**src/rtl/cfgscan_pkg.sv**
```systemverilog
package cfgscan_pkg;

  // Walk sequencer states
  typedef enum logic [2:0] {
    ST_IDLE,
    ST_REQ,
    ST_WAIT,
    ST_EMIT,
    ST_FIN
  } scan_state_e;

endpackage

```
**src/rtl/scan_cursor.sv**
```systemverilog
// Bus/device/function position of the walk, with function-0 skip and end detect.
module scan_cursor #(
  parameter int BUS_W = 8,
  parameter int DEV_W = 5,
  parameter int FN_W  = 3
) (
  input  logic             clk,
  input  logic             rst_n,
  input  logic             load_i,
  input  logic [BUS_W-1:0] bus_first_i,
  input  logic [BUS_W-1:0] bus_last_i,
  input  logic             step_i,
  input  logic             absent_i,
  output logic [BUS_W-1:0] bus_o,
  output logic [DEV_W-1:0] dev_o,
  output logic [FN_W-1:0]  fn_o,
  output logic             final_o
);

  localparam logic [DEV_W-1:0] DEV_LAST = '1;
  localparam logic [FN_W-1:0]  FN_LAST  = '1;

  logic [BUS_W-1:0] bus_q, stop_q;
  logic [DEV_W-1:0] dev_q;
  logic [FN_W-1:0]  fn_q;
  logic             dev_done, bus_done;

  // the current device is finished after this step
  assign dev_done = (fn_q == FN_LAST) || (absent_i && fn_q == '0);
  assign bus_done = dev_done && (dev_q == DEV_LAST);
  assign final_o  = bus_done && (bus_q == stop_q);

  always_ff @(posedge clk or negedge rst_n) begin
    if (!rst_n) begin
      bus_q  <= '0;
      stop_q <= '0;
      dev_q  <= '0;
      fn_q   <= '0;
    end else if (load_i) begin
      bus_q  <= bus_first_i;
      stop_q <= bus_last_i;
      dev_q  <= '0;
      fn_q   <= '0;
    end else if (step_i) begin
      if (dev_done) begin
        fn_q <= '0;
        if (bus_done) begin
          dev_q <= '0;
          bus_q <= bus_q + 1'b1;
        end else begin
          dev_q <= dev_q + 1'b1;
        end
      end else begin
        fn_q <= fn_q + 1'b1;
      end
    end
  end

  assign bus_o = bus_q;
  assign dev_o = dev_q;
  assign fn_o  = fn_q;

endmodule

```
**src/rtl/scan_ctrl.sv**
```systemverilog
// Sequencer: one read at a time, entry hand-off, done pulse.
module scan_ctrl
  import cfgscan_pkg::*;
(
  input  logic clk,
  input  logic rst_n,
  input  logic start_i,
  input  logic window_ok_i,
  input  logic req_ready_i,
  input  logic rsp_valid_i,
  input  logic present_i,
  input  logic ent_ready_i,
  input  logic final_i,
  output logic load_o,
  output logic step_o,
  output logic absent_o,
  output logic capture_o,
  output logic req_valid_o,
  output logic ent_valid_o,
  output logic busy_o,
  output logic done_o
);

  scan_state_e state_q, state_d;
  logic        taken;

  assign absent_o  = (state_q == ST_WAIT) && rsp_valid_i && !present_i;
  assign capture_o = (state_q == ST_WAIT) && rsp_valid_i && present_i;
  assign taken     = (state_q == ST_EMIT) && ent_ready_i;
  assign step_o    = absent_o || taken;
  assign load_o    = (state_q == ST_IDLE) && start_i && window_ok_i;

  always_comb begin
    state_d = state_q;
    case (state_q)
      ST_IDLE: if (start_i) state_d = window_ok_i ? ST_REQ : ST_FIN;
      ST_REQ:  if (req_ready_i) state_d = ST_WAIT;
      ST_WAIT: begin
        if (capture_o)     state_d = ST_EMIT;
        else if (absent_o) state_d = final_i ? ST_FIN : ST_REQ;
      end
      ST_EMIT: if (taken) state_d = final_i ? ST_FIN : ST_REQ;
      ST_FIN:  state_d = ST_IDLE;
      default: state_d = ST_IDLE;
    endcase
  end

  always_ff @(posedge clk or negedge rst_n) begin
    if (!rst_n) state_q <= ST_IDLE;
    else        state_q <= state_d;
  end

  assign req_valid_o = (state_q == ST_REQ);
  assign ent_valid_o = (state_q == ST_EMIT);
  assign busy_o      = (state_q == ST_REQ) || (state_q == ST_WAIT) || (state_q == ST_EMIT);
  assign done_o      = (state_q == ST_FIN);

endmodule

```
**src/rtl/scan_entry_reg.sv**
```systemverilog
// Holds one discovered entry while the output stream is stalled.
module scan_entry_reg #(
  parameter int BUS_W = 8,
  parameter int DEV_W = 5,
  parameter int FN_W  = 3,
  parameter int ID_W  = 16
) (
  input  logic              clk,
  input  logic              rst_n,
  input  logic              capture_i,
  input  logic [BUS_W-1:0]  bus_i,
  input  logic [DEV_W-1:0]  dev_i,
  input  logic [FN_W-1:0]   fn_i,
  input  logic [2*ID_W-1:0] id_word_i,
  output logic [BUS_W-1:0]  bus_o,
  output logic [DEV_W-1:0]  dev_o,
  output logic [FN_W-1:0]   fn_o,
  output logic [ID_W-1:0]   vendor_o,
  output logic [ID_W-1:0]   device_o
);

  always_ff @(posedge clk or negedge rst_n) begin
    if (!rst_n) begin
      bus_o    <= '0;
      dev_o    <= '0;
      fn_o     <= '0;
      vendor_o <= '0;
      device_o <= '0;
    end else if (capture_i) begin
      bus_o    <= bus_i;
      dev_o    <= dev_i;
      fn_o     <= fn_i;
      vendor_o <= id_word_i[ID_W-1:0];
      device_o <= id_word_i[2*ID_W-1:ID_W];
    end
  end

endmodule

```
**src/rtl/cfg_scan_engine.sv**
```systemverilog
// Top: exhaustive configuration-space walk over a bus window.
module cfg_scan_engine #(
  parameter int BUS_W = 8,
  parameter int DEV_W = 5,
  parameter int FN_W  = 3,
  parameter int ID_W  = 16
) (
  input  logic              clk,
  input  logic              rst_n,
  input  logic              start_i,
  input  logic [BUS_W-1:0]  bus_first_i,
  input  logic [BUS_W-1:0]  bus_last_i,
  output logic              busy_o,
  output logic              done_o,
  output logic              rd_req_valid_o,
  input  logic              rd_req_ready_i,
  output logic [BUS_W-1:0]  rd_req_bus_o,
  output logic [DEV_W-1:0]  rd_req_dev_o,
  output logic [FN_W-1:0]   rd_req_fn_o,
  input  logic              rd_rsp_valid_i,
  input  logic [2*ID_W-1:0] rd_rsp_data_i,
  output logic              ent_valid_o,
  input  logic              ent_ready_i,
  output logic [BUS_W-1:0]  ent_bus_o,
  output logic [DEV_W-1:0]  ent_dev_o,
  output logic [FN_W-1:0]   ent_fn_o,
  output logic [ID_W-1:0]   ent_vendor_o,
  output logic [ID_W-1:0]   ent_device_o
);

  localparam logic [ID_W-1:0] NO_VENDOR = '1;

  logic load, step, absent, capture, final_pos, present, window_ok;

  assign present   = rd_rsp_data_i[ID_W-1:0] != NO_VENDOR;
  assign window_ok = bus_first_i <= bus_last_i;

  scan_ctrl u_ctrl (
    .clk         (clk),
    .rst_n       (rst_n),
    .start_i     (start_i),
    .window_ok_i (window_ok),
    .req_ready_i (rd_req_ready_i),
    .rsp_valid_i (rd_rsp_valid_i),
    .present_i   (present),
    .ent_ready_i (ent_ready_i),
    .final_i     (final_pos),
    .load_o      (load),
    .step_o      (step),
    .absent_o    (absent),
    .capture_o   (capture),
    .req_valid_o (rd_req_valid_o),
    .ent_valid_o (ent_valid_o),
    .busy_o      (busy_o),
    .done_o      (done_o)
  );

  scan_cursor #(.BUS_W(BUS_W), .DEV_W(DEV_W), .FN_W(FN_W)) u_cursor (
    .clk         (clk),
    .rst_n       (rst_n),
    .load_i      (load),
    .bus_first_i (bus_first_i),
    .bus_last_i  (bus_last_i),
    .step_i      (step),
    .absent_i    (absent),
    .bus_o       (rd_req_bus_o),
    .dev_o       (rd_req_dev_o),
    .fn_o        (rd_req_fn_o),
    .final_o     (final_pos)
  );

  scan_entry_reg #(.BUS_W(BUS_W), .DEV_W(DEV_W), .FN_W(FN_W), .ID_W(ID_W)) u_entry (
    .clk       (clk),
    .rst_n     (rst_n),
    .capture_i (capture),
    .bus_i     (rd_req_bus_o),
    .dev_i     (rd_req_dev_o),
    .fn_i      (rd_req_fn_o),
    .id_word_i (rd_rsp_data_i),
    .bus_o     (ent_bus_o),
    .dev_o     (ent_dev_o),
    .fn_o      (ent_fn_o),
    .vendor_o  (ent_vendor_o),
    .device_o  (ent_device_o)
  );

endmodule

```
**config.mk**
```make
export PLATFORM = sky130hd
export DESIGN_NAME = cfg_scan_engine
export DESIGN_NICKNAME = d
export VERILOG_FILES = /design/src/rtl/cfgscan_pkg.sv /design/src/rtl/scan_cursor.sv /design/src/rtl/scan_ctrl.sv /design/src/rtl/scan_entry_reg.sv /design/src/rtl/cfg_scan_engine.sv
export SDC_FILE = /design/constraint.sdc
export NUM_CORES = 1
export LEC_CHECK = 0
export ABC_CLOCK_PERIOD_IN_PS = 3600
export BUFFER_PORTS_ARGS = -buffer_cell sky130_fd_sc_hd__buf_2
export CORE_MARGIN = 5
export CORE_UTILIZATION = 55
export DETAILED_ROUTE_END_ITERATION = 8
export PLACE_DENSITY = 0.87
export SETUP_SLACK_MARGIN = 0.15
export SYNTH_ARGS = -nofsm -noshare
export SYNTH_HDL_FRONTEND = slang
export SYNTH_SLANG_ARGS = --single-unit
```
**constraint.sdc**
```tcl
create_clock -name clk -period 3.6 [get_ports clk]
set_input_delay 0.18 -clock clk [delete_from_list [all_inputs] [get_ports clk]]
set_output_delay 0.18 -clock clk [all_outputs]
set_load 0.01 [all_outputs]
```
======== Yosys cells after proc, flatten, opt, wreduce, memory -nomap -nowiden ========
Cells that the tools add are included.
operators by class
  equal/unequal tests ..................... 12
  $lt $le $gt $ge ......................... 1
  $add $sub $neg .......................... 3
  muxes and demuxes ....................... 19
  reduce and logical (&&, ||, !) cells .... 22
operator list
  kind                                                  number
  two-way mux 8 bit                                     4
  two-way mux 3 bit                                     10
  two-way mux 5 bit                                     4
  != test 16 bit (second input constant)                1
  case mux 3 bit (4 select lines)                       1
  logical AND 1 bit                                     9
  adder 8 x 1 -> 8 bit (second input constant)          1
  equality test 8 bit                                   1
  less-or-equal comparator 8 bit                        1
  equality test 3 x 2 -> 1 bit (second input constant)  2
  equality test 3 bit (second input constant)           2
  logical NOT 3 bit                                     2
  nonzero test 2 bit                                    3
  adder 5 x 1 -> 5 bit (second input constant)          1
  equality test 5 bit (second input constant)           1
  logical OR 1 bit                                      4
  != test 2 x 1 -> 1 bit (second input constant)        2
  AND reduction 4 bit                                   1
  adder 3 x 1 -> 3 bit (second input constant)          1
  equality test 3 x 1 -> 1 bit (second input constant)  1
  != test 3 x 2 -> 1 bit (second input constant)        1
  AND reduction 3 bit                                   1
  != test 2 bit (second input constant)                 1
  AND reduction 2 bit                                   1
  logical NOT 1 bit                                     1
word-level totals
  flip-flop bits (word level) ............. 75
  word-level logic and storage cells ...... 67
  bits of input ports ..................... 54

======== Logic depth before layout (Yosys ltp) ========
Gate-level depths: netlist of run 1.
  word-level depth ........................ 11
  gate-level depth with buffers ........... 10

======== By module ========
A second synthesis of run 1 with hierarchy kept.
unflattened totals
  cell total of the unflattened synthesis .. 299
  area total of the unflattened synthesis .. 3746.1 µm²
by module, submodules not included
  module           cells an instance  area an instance (µm²)  instances
  scan_entry_reg   101                1860.5                  1
  scan_cursor      129                1331.3                  1
  scan_ctrl        37                 330.3                   1
  cfg_scan_engine  32                 224.0                   1

======== Worst setup path after synthesis of run 1 ========
OpenSTA, ideal clock, no wires.
  path kind ............................... register to register
  start ................................... reg u_cursor.dev_q[0] (netlist: u_cursor.dev_o[0])
  end ..................................... reg u_cursor.bus_q[1] (netlist: u_cursor.bus_o[1])
  stages on the path, launching flop included .. 9
  buffers on the path ..................... 1
  period minus slack after synthesis ...... 2212 ps
  setup time .............................. 125 ps
  required time ........................... 3475 ps
  setup slack ............................. 1388 ps
  data arrival time ....................... 2088 ps
  cells stage by stage .................... dfrtp_1 ha_1 and3_1 ha_1 buf_6 o21ai_0 o31ai_1 mux2_2 mux2_2
between the ends
  word-level cells in the longest chain between the ends .. 4
RTL lines
  what                                  RTL line           RTL
  from (decl)                           scan_cursor.sv:24  logic [DEV_W-1:0] dev_q;
  from (signal assigned)                scan_cursor.sv:51  dev_q <= dev_q + 1'b1;
  equality test 5 bit                   scan_cursor.sv:30  assign bus_done = dev_done && (dev_q == DEV_LAST);
  logical AND 1 bit                     scan_cursor.sv:30
  nonzero test 2 bit (no source line)   -
  AND reduction 3 bit (no source line)  -
  to (signal assigned)                  scan_cursor.sv:40  bus_q <= bus_first_i;
  to (signal assigned)                  scan_cursor.sv:49  bus_q <= bus_q + 1'b1;
  to (decl)                             scan_cursor.sv:23  logic [BUS_W-1:0] bus_q, stop_q;
Every way passes these cells.
A chain may end at the register's enable or synchronous reset.

======== Final worst setup path of run 1 ========
Same ends and word-level chain as after synthesis.

==> results of run 1 <==
-- layout make-up --
type                            instances  area [um2]  area share [%]
Sequential cell                        75        1880            41.4
Multi-Input combinational cell        208        1700            37.6
Timing Repair Buffer                  123         623            13.7
Clock buffer                           10         138            3.03
Tap cell                               80         100            2.21
Inverter                               13        48.8            1.08
Clock inverter                          6        47.5            1.05
-- flip-flops by register name, summed over array words and instances, names as in the netlist, 5 cells and up --
register          flops
u_entry.device_o     16
u_entry.vendor_o     16
u_cursor.bus_o        8
u_cursor.stop_q       8
u_entry.bus_o         8
u_cursor.dev_o        5
u_entry.dev_o         5
-- worst min path at each step --
| stage | to | slack, ps | cells past startpoint |
|---|---|---|---|
| floorplan | u_ctrl.state_q[0]$_DFFE_PN0P_ | -120 | 0 |
| global placement | u_cursor.dev_o[2]$_DFFE_PN0P_ | 370 | 1 |
| detailed placement | u_ctrl.state_q[1]$_DFFE_PN0P_ | 380 | 1 |
| CTS | u_entry.dev_o[2]$_DFFE_PN0P_ | 5 | 1 |
| global route | u_entry.device_o[11]$_DFFE_PN0P_ | 30 | 2 |
| finish | u_entry.dev_o[2]$_DFFE_PN0P_ | -50 | 1 |
-- per-stage QoR --
| step | total power, mW | hold slack [ps] | worst slack (ps) |
|---|---|---|---|
| global placement | 2.86 | 373 | 1060 |
| CTS | 3.54 | 5.24 | 957 |
| detailed placement | 2.94 | 377 | 989 |
| finish | 3.51 | -46.5 | 919 |
| floorplan | 2.39 | -116 | 1390 |
| global route | 3.74 | 32.3 | 726 |
-- layer usage --
layer,wire length [um],vias to the layer above
met2,4630,95
met3,540,23
met1,3540,1466
met5,0,-
li1,-,1390
met4,278,0
-- power by group --
part / internal, mW / switching, mW / total [mW] / leakage [nW]
sequential: 1.20 / 0.293 / 1.49 / 0.919
combinational: 0.719 / 0.695 / 1.41 / 1.14
clock: 0.275 / 0.321 / 0.596 / 0.0933
total: 2.20 / 1.31 / 3.51 / 2.15
-- worst max-delay path: cells and delay by family (launching register included) --
kind,cells,cell delay [ps]
compound gates,2,740
mux,2,650
fa+ha+maj,2,580
flops,1,430
simple gates,1,170
-- cell usage in the layout (no fill, tap or decap), types with 3 or more instances in the layout --
master	synthesis	routed
dfrtp_1	75	75
buf_4	1	3
clkbuf_8	0	10
o31ai_1	3	3
inv_1	13	13
nand2_1	11	11
mux2_2	59	59
xnor2_1	9	9
or3_1	5	5
and2_1	7	7
or4_1	3	3
nand4_1	12	12
buf_2	3	120
ha_1	14	14
a211oi_1	8	8
o21ai_0	13	13
a21oi_1	8	8
nor2_1	8	7
a31oi_1	6	6
nor3_1	5	5
nand3_1	8	8
-- cells by family after synthesis --
| kind of cell | Yosys count | share of synthesized area [%] |
|---|---|---|
| flip-flops | 75 | 50.1 |
| AND/OR/NAND/NOR | 72 | 11.0 |
| AO/OA/AOI/OAI | 51 | 9.05 |
| XOR/XNOR | 10 | 2.34 |
| adder cells (fa/ha/maj) | 14 | 4.68 |
| multiplexers | 61 | 18.3 |
| buffers and inverters | 29 | 4.61 |
==> metrics.csv, run 1 <==
metric,value,unit
crit_chain,ha_1 > and3_1 > ha_1 > o21ai_0 > o31ai_1 > mux2_2 > mux2_2,
status,"finished, violations left",
setup_viol,0,
setup.worst_path.end,u_cursor.bus_o[1]$_DFFE_PN0P_,
slowest_stage,o31ai_1,
synth_top_area_share,50.1,%
synth_edf_count,0,
portBuffers,121,
slew_violations,0,
fmax,373,MHz
core,6720,um2
cts-root-buf,clkbuf_8,
antenna_found_initial,0,
leakage,2.15,nW
grt_pass1_vias,3066,
r2r_start,u_cursor.dev_o[0]$_DFFE_PN0P_,
synth_common_cells,"dfrtp_1, mux2_2, ha_1",
vias,2974,
cts_setup_buffers,0,
synth_top_area_cell,dfrtp_1,
vias_per_cell,5.77,
whs,-46.5,ps
worst_slew_pin_slew,1010,ps
r2r-end,u_cursor.bus_o[1]$_DFFE_PN0P_,
r2r_slack,920,ps
clock_skew,9.66,ps
report.final.hold_viol_count,45,
drc,0,
maxCapViolCount,0,
cts_tree,built,
async_flop_share,100,%
min_path_type,in -> async,
insertion_delay,340,ps
final.min_clock_period,2680,ps
reg2reg_depth,7,
relSlewSlack,32.1,%
ys_seq_area_share,50.1,%
grt_remaining_overflow,0,
rsz0062_at_grt,no,
holdBufCountCts,0,
postRouteAntennaNets,0,
synth_seq_cells,75,
cp_max_fo,10,
synth_cell_types,47,
violations,negative hold slack,
area_growth,21.1,%
place_area,4350,um2
clock-sinks,75,
synthFlopType,dfrtp_1,
grtUsageMet1,26.9,%
grt_max_degree,76,
top_usage_layer,met2,
clk_pin_slew_worst_paths,80,ps
fillers,513,
final_core_util,67.5,%
dpl.cell_count,499,
path_class,reg -> reg,
synthTopCellsByArea,"dfrtp_1, mux2_2, ha_1",
met2_usage,36.3,%
synth.avg_cell_area,12.0,um2
cp-startpoint,u_cursor.dev_o[0]$_DFFE_PN0P_,
drt-total-wl,8990,um
boundaryPins,122,
num_antenna_cells,0,
crit_path_end_kind,flip-flop,
stdcell_count,515,
min_period_over_period,74.5,%
grt_pass1_wl,14800,um
place_hpwl,6820,um
yosys_warnings,0,
drt-initial-drc-count,146,
synthCells,312,
syn-num-nets,380,
die_w,92.5,um
ir_drop,0.469,mV
max_stage_delay,510,ps
drive_gt1_share,46.4,%
synth_area,3750,um2
wire_per_inst,17.5,um
powerDensity,772,nW/um2
cts_resized,0,
h-tree-depth,3,
initial_core_util,55.8,%
final_area,4540,um2
first_pass_iters,4,
arrival,2910,ps
nets,498,
num_rows,30,
die_h,92.5,um
gp_congestion,0.910,
cts-buffers-inserted,9,
clk_path_buf_depth,2,
grt_usage,21.9,%
cp_data_required_time,3830,ps
met3_usage,6.01,%
die_area,8560,um2
start_kind,flip-flop,
yosysMostFrequentCell,dfrtp_1,
totalNegativeSetupSlack,0,ps
Power figures use the tool's default switching activity.
==> inputs of run 2 (changes only) <==
- ABC_AREA: unset -> 1
- ABC_CLOCK_PERIOD_IN_PS: 3600 -> 2600
- CORE_UTILIZATION: 55 -> 51
- PLACE_DENSITY: 0.87 -> 0.81
- clock period: 3.6 -> 2.6 ns (I/O delays scaled with it)
==> run 2 against run 1 <==
  * The flow now finishes without violations
  * Area after synthesis rose by 0.40%
  * Core utilization fell by 2.7 points
  * Setup slack got worse by 270 ps
  * Register-to-register slack got worse by 270 ps
  * Count of clock-buffer cells in the layout fell by 1
  * Total power rose by 53%
  * Non-clock buffer count rose by 2
  * Combinational power rose by 61%
  * Critical path type unchanged
  * Critical endpoint is now u_cursor.fn_o[0]$_DFFE_PN0P_
  * Largest power group is now combinational logic
  * Highest routed layer unchanged
==> metrics.csv, run 2 <==
metric,value,unit
status,completed,
slowest_stage,dfrtp_1,
fmax,513,MHz
synth_area,3760,um2
crit_path_end_kind,flip-flop,
area_growth,24.3,%
crit_chain,nor2_2 > inv_1 > nor2_1 > inv_1 > nor2_2 > nand2_2 > inv_2 > nor2_1 > nand3_1 > o21ai_0,
cp-startpoint,u_ctrl.state_q[1]$_DFFE_PN0P_,
synth_top_area_cell,dfrtp_1,
clk_pin_slew_worst_paths,80,ps
synth_common_cells,"dfrtp_1, nand2_1, inv_1",
mostFrequentLayoutCell,buf_2,
portBuffers,121,
r2r-end,u_cursor.fn_o[0]$_DFFE_PN0P_,
die_h,95.9,um
num_rows,31,
arrival,2160,ps
r2r_start,u_ctrl.state_q[1]$_DFFE_PN0P_,
clk_path_buf_depth,2,
r2r_slack,650,ps
synth_cell_types,33,
grt_pass1_vias,2885,
min_period_over_period,74.9,%
p_total,5.36,mW
clock_skew,9.82,ps
fillers,593,
place_area,4430,um2
syn-num-nets,445,
stdcell_count,605,
synthFlopType,dfrtp_1,
fin_ws,652,ps
grt_max_degree,76,
cts_setup_buffers,0,
vias_per_cell,4.92,
slew_violations,0,
cts_tree,built,
maxCapViolCount,0,
cts-buffers-inserted,9,
gp_congestion,0.807,
relSlewSlack,38.3,%
yosysMostFrequentCell,dfrtp_1,
async_flop_share,100,%
whs_endpoint,u_entry.device_o[5]$_DFFE_PN0P_,
nets,569,
drc,0,
antenna_found_initial,0,
powerDensity,1150,nW/um2
regArea,1880,um2
totalNegativeSetupSlack,0,ps
initial_core_util,52.1,%
synth_top_area_share,49.9,%
synth_seq_cells,75,
min_path_type,in -> reg,
multiInputGateArea,1650,um2
die_area,9190,um2
holdBufCountCts,1,
hold_depth,2,
ys_seq_area_share,49.9,%
dp_slack,446,ps
grt_usage,18.5,%
drt-total-wl,8400,um
h-tree-depth,3,
boundaryPins,122,
cp_data_required_time,2810,ps
reg_top3,"u_entry.device_o x16, u_entry.vendor_o x16",
leakage,2.51,nW
cts_resized,0,
synthCells,377,
final.min_clock_period,1950,ps
drive_gt1_share,38.3,%
rsz0062_at_grt,no,
postRouteAntennaNets,0,
grt_pass1_wl,13200,um
vias,2974,
yosys_warnings,0,
num_antenna_cells,0,
cp_max_fo,30,
hold_start,rd_rsp_data_i[21],
die_w,95.9,um
synthTopCellsByArea,"dfrtp_1, mux2_2, nand2_1",
synth_edf_count,0,
whs,18.0,ps
dpl.cell_count,587,
place_hpwl,6360,um
start_kind,flip-flop,
worst_slew_pin_slew,926,ps
max_stage_delay,440,ps
wire_per_inst,13.9,um
final_cell_mix,"buf_2, dfrtp_1, nand2_1",
core,7210,um2
path_class,reg -> reg,
first_pass_iters,5,
synth.avg_cell_area,9.98,um2
ir_drop,0.587,mV
cts-root-buf,clkbuf_8,
grt_remaining_overflow,0,
report.final.hold_viol_count,0,
final_core_util,64.8,%
clock-sinks,75,
drt-initial-drc-count,94,
final_area,4670,um2
reg2reg_depth,10,
insertion_delay,340,ps
setup_viol,0,
[run 2: cell type report]
type	count	area share (%)
timing repair buffer	125	13.8
sequential	75	40.1
tap	99	2.65
clock inverter	7	2.17
clock buffer	9	2.65
multi-input combinational	248	35.3
inverter	42	3.37
[run 2: metal layers]
metal	wire, um	track usage, %	up-vias
li1	-	-	1476
met1	3670	24.2	1374
met2	3890	30.5	113
met3	712	4.77	11
met4	128	5.33	0
met5	0	0	-
[run 2: kinds of logic (layout without fill, tap and decap cells)]
group | after synthesis | count (layout) | synth area share (%)
AOI/OAI and AO/OA | 58 | 58 | 9.15
buffers and inverters | 54 | 183 | 6.49
muxes | 32 | 32 | 10.3
xor gates and xnor gates | 16 | 16 | 3.73
and+or+nand+nor | 128 | 128 | 15.8
DFF | 75 | 75 | 49.9
adders and majority gates | 14 | 14 | 4.66
[run 2: worst max path at each step]
stage                                    end  slack (ps)  depth (start not counted)
2_1_floorplan  u_cursor.bus_o[5]$_DFFE_PN0P_         990                         10
3_3_place_gp    u_cursor.fn_o[0]$_DFFE_PN0P_         560                         15
3_5_place_dp    u_cursor.fn_o[0]$_DFFE_PN0P_         450                         15
4_1_cts        u_cursor.bus_o[5]$_DFFE_PN0P_         640                         11
5_1_grt        u_cursor.bus_o[5]$_DFFE_PN0P_         470                         11
6_report        u_cursor.fn_o[0]$_DFFE_PN0P_         650                         10
[run 2: power breakdown]
group / switching, mW / internal [mW] / leakage (nW)
Clock: 0.438 / 0.546 / 0.106
Combinational: 1.25 / 1.02 / 1.48
Sequential: 0.389 / 1.72 / 0.925
[run 2: critical path: cells and delay by family (launching register included)]
kind,cells,cell delay [ps]
AO/OA/AOI/OAI,1,90
flip-flops,1,440
AND/OR/NAND/NOR,6,850
buffers and inverters,3,440
==> inputs of run 3 (changes only) <==
- ABC_CLOCK_PERIOD_IN_PS: 2600 -> 1600
- CORE_UTILIZATION: 51 -> 46
- PLACE_DENSITY: 0.81 -> 0.77
- clock period: 2.6 -> 1.6 ns (I/O delays scaled with it)
==> run 3 against run 2 <==
  * The run now ends with negative setup slack left
  * Sequential share of layout area decreased by 8.6 points
  * Clock skew increased by 0.88 ps
  * Die area increased by 9.7%
  * Non-clock buffer count increased by 91
  * Critical path depth decreased by 3
  * First-iteration DRC count increased by 80%
  * Setup slack got worse by 730 ps
  * Largest power group unchanged
  * Flip-flop and latch count unchanged
  * Cell count increased by 16%
  * Sequential power increased by 67%
  * Critical endpoint is now u_entry.vendor_o[7]$_DFFE_PN0P_
  * Clock power increased by 49%
==> metrics.csv, run 3 (synthesis results as in run 2) <==
metric,value,unit
status,"finished, violations left",
violations,negative setup slack,
antenna_found_initial,0,
min_path_type,in -> reg,
leakage,3.17,nW
cp_max_fo,13,
final_core_util,73.6,%
start_kind,flip-flop,
fmax,595,MHz
drt-total-wl,11800,um
maxCapViolCount,0,
first_pass_iters,4,
drt-initial-drc-count,169,
final.min_clock_period,1680,ps
h-tree-depth,3,
reg2reg_depth,7,
stdcell_count,704,
die_h,100,um
dp_slack,-167,ps
rsz0062_at_grt,yes,
reg_top3,"u_entry.device_o x16, u_entry.vendor_o x16",
relSlewSlack,69.8,%
r2r-end,u_entry.vendor_o[7]$_DFFE_PN0P_,
clock-sinks,75,
vias_per_cell,4.97,
arrival,1910,ps
setup_viol,42,
insertion_delay,350,ps
cts_tree,built,
nets,662,
drive_gt1_share,49.4,%
clk_pin_slew_worst_paths,80,ps
postRouteAntennaNets,0,
gp_congestion,0.800,
num_rows,33,
final_cell_mix,"buf_2, dfrtp_1, nand2_1",
cts-root-buf,clkbuf_8,
ir_drop,0.698,mV
setup.worst_path.end,u_entry.vendor_o[7]$_DFFE_PN0P_,
cts-buffers-inserted,9,
clk_path_buf_depth,2,
r2r_slack,-80,ps
mostFrequentLayoutCell,buf_2,
portBuffers,121,
die_area,10100,um2
worst_slew_pin_slew,451,ps
powerDensity,1760,nW/um2
slew_violations,0,
wire_per_inst,16.7,um
crit_path_end_kind,flip-flop,
drc,0,
grt_max_degree,43,
fin_ws,-79.5,ps
cp_data_required_time,1830,ps
path_class,reg -> reg,
num_antenna_cells,0,
grt_pass1_vias,3502,
grt_pass1_wl,17100,um
p_total,10.5,mW
cp-startpoint,u_ctrl.state_q[2]$_DFFE_PN0P_,
fillers,553,
place_hpwl,7050,um
min_period_over_period,105,%
boundaryPins,122,
grt_usage,21.6,%
area_growth,58.4,%
grt_remaining_overflow,0,
dpl.cell_count,628,
core,8090,um2
vias,3499,
r2r_start,u_ctrl.state_q[2]$_DFFE_PN0P_,
die_w,100,um
report.final.hold_viol_count,0,
clock_skew,10.7,ps
whs,10.1,ps
initial_core_util,46.5,%
run 3: layout make-up:
class	count	area, um2	area share (%)
clock buffer	10	138	2.31
multi-input combinational	250	1960	32.9
timing repair buffer	216	1620	27.2
sequential	75	1880	31.6
tap	105	131	2.20
clock inverter	6	65.1	1.09
inverter	42	165	2.77
run 3: worst min path at each step:
stage / startpoint / end / slack (ps) / cells past startpoint
6_report: bus_last_i[1] / u_cursor.stop_q[1]$_DFFE_PN0P_ / 10 / 3
3_5_place_dp: rst_n / u_entry.device_o[2]$_DFFE_PN0P_ / -20 / 1
2_1_floorplan: rst_n / u_ctrl.state_q[0]$_DFFE_PN0P_ / -220 / 0
5_1_grt: bus_last_i[1] / u_cursor.stop_q[1]$_DFFE_PN0P_ / 8 / 3
4_1_cts: bus_last_i[7] / u_cursor.stop_q[7]$_DFFE_PN0P_ / 1 / 3
3_3_place_gp: rst_n / u_entry.device_o[4]$_DFFE_PN0P_ / -30 / 1
run 3: metal layers:
| metal | global-route usage [%] | vias to the layer above | wire length (um) |
|---|---|---|---|
| met2 | 36.4 | 167 | 5870 |
| met3 | 6.53 | 14 | 927 |
| li1 | - | 1661 | - |
| met1 | 26.8 | 1657 | 4820 |
| met5 | 0 | - | 0 |
| met4 | 6.42 | 0 | 145 |
run 3: what timing repair did:
action	CTS	global route
hold buffers	35	1
setup endpoints to repair	64	78
resized for setup	47	72
hold endpoints to repair	109	1
gates cloned	0	7
setup buffers	7	10
pin swaps	0	20
run 3: worst max-delay path, stage by stage, from the launching register on:
cell and delay [ps]:
dfrtp_2 440, inv_2 90, nand3_4 90, nor2_4 160, buf_4 140, o21ai_4 130
buf_12 200, mux2_4 300
run 3: per-stage QoR:
stage / cell area, um2 / setup TNS [ps]
after floorplan: 3780 / 0
after global placement: 4770 / -206
after detailed placement: 4770 / -1540
after CTS: 5540 / -0.458
after global routing: 5960 / -6030
final: 5960 / -2150
run 3: power breakdown:
part,switching [mW],leakage (nW),internal [mW]
clock,0.712,0.102,0.762
sequential,0.718,0.921,2.80
combinational,2.69,2.14,2.80
total,4.12,3.17,6.37
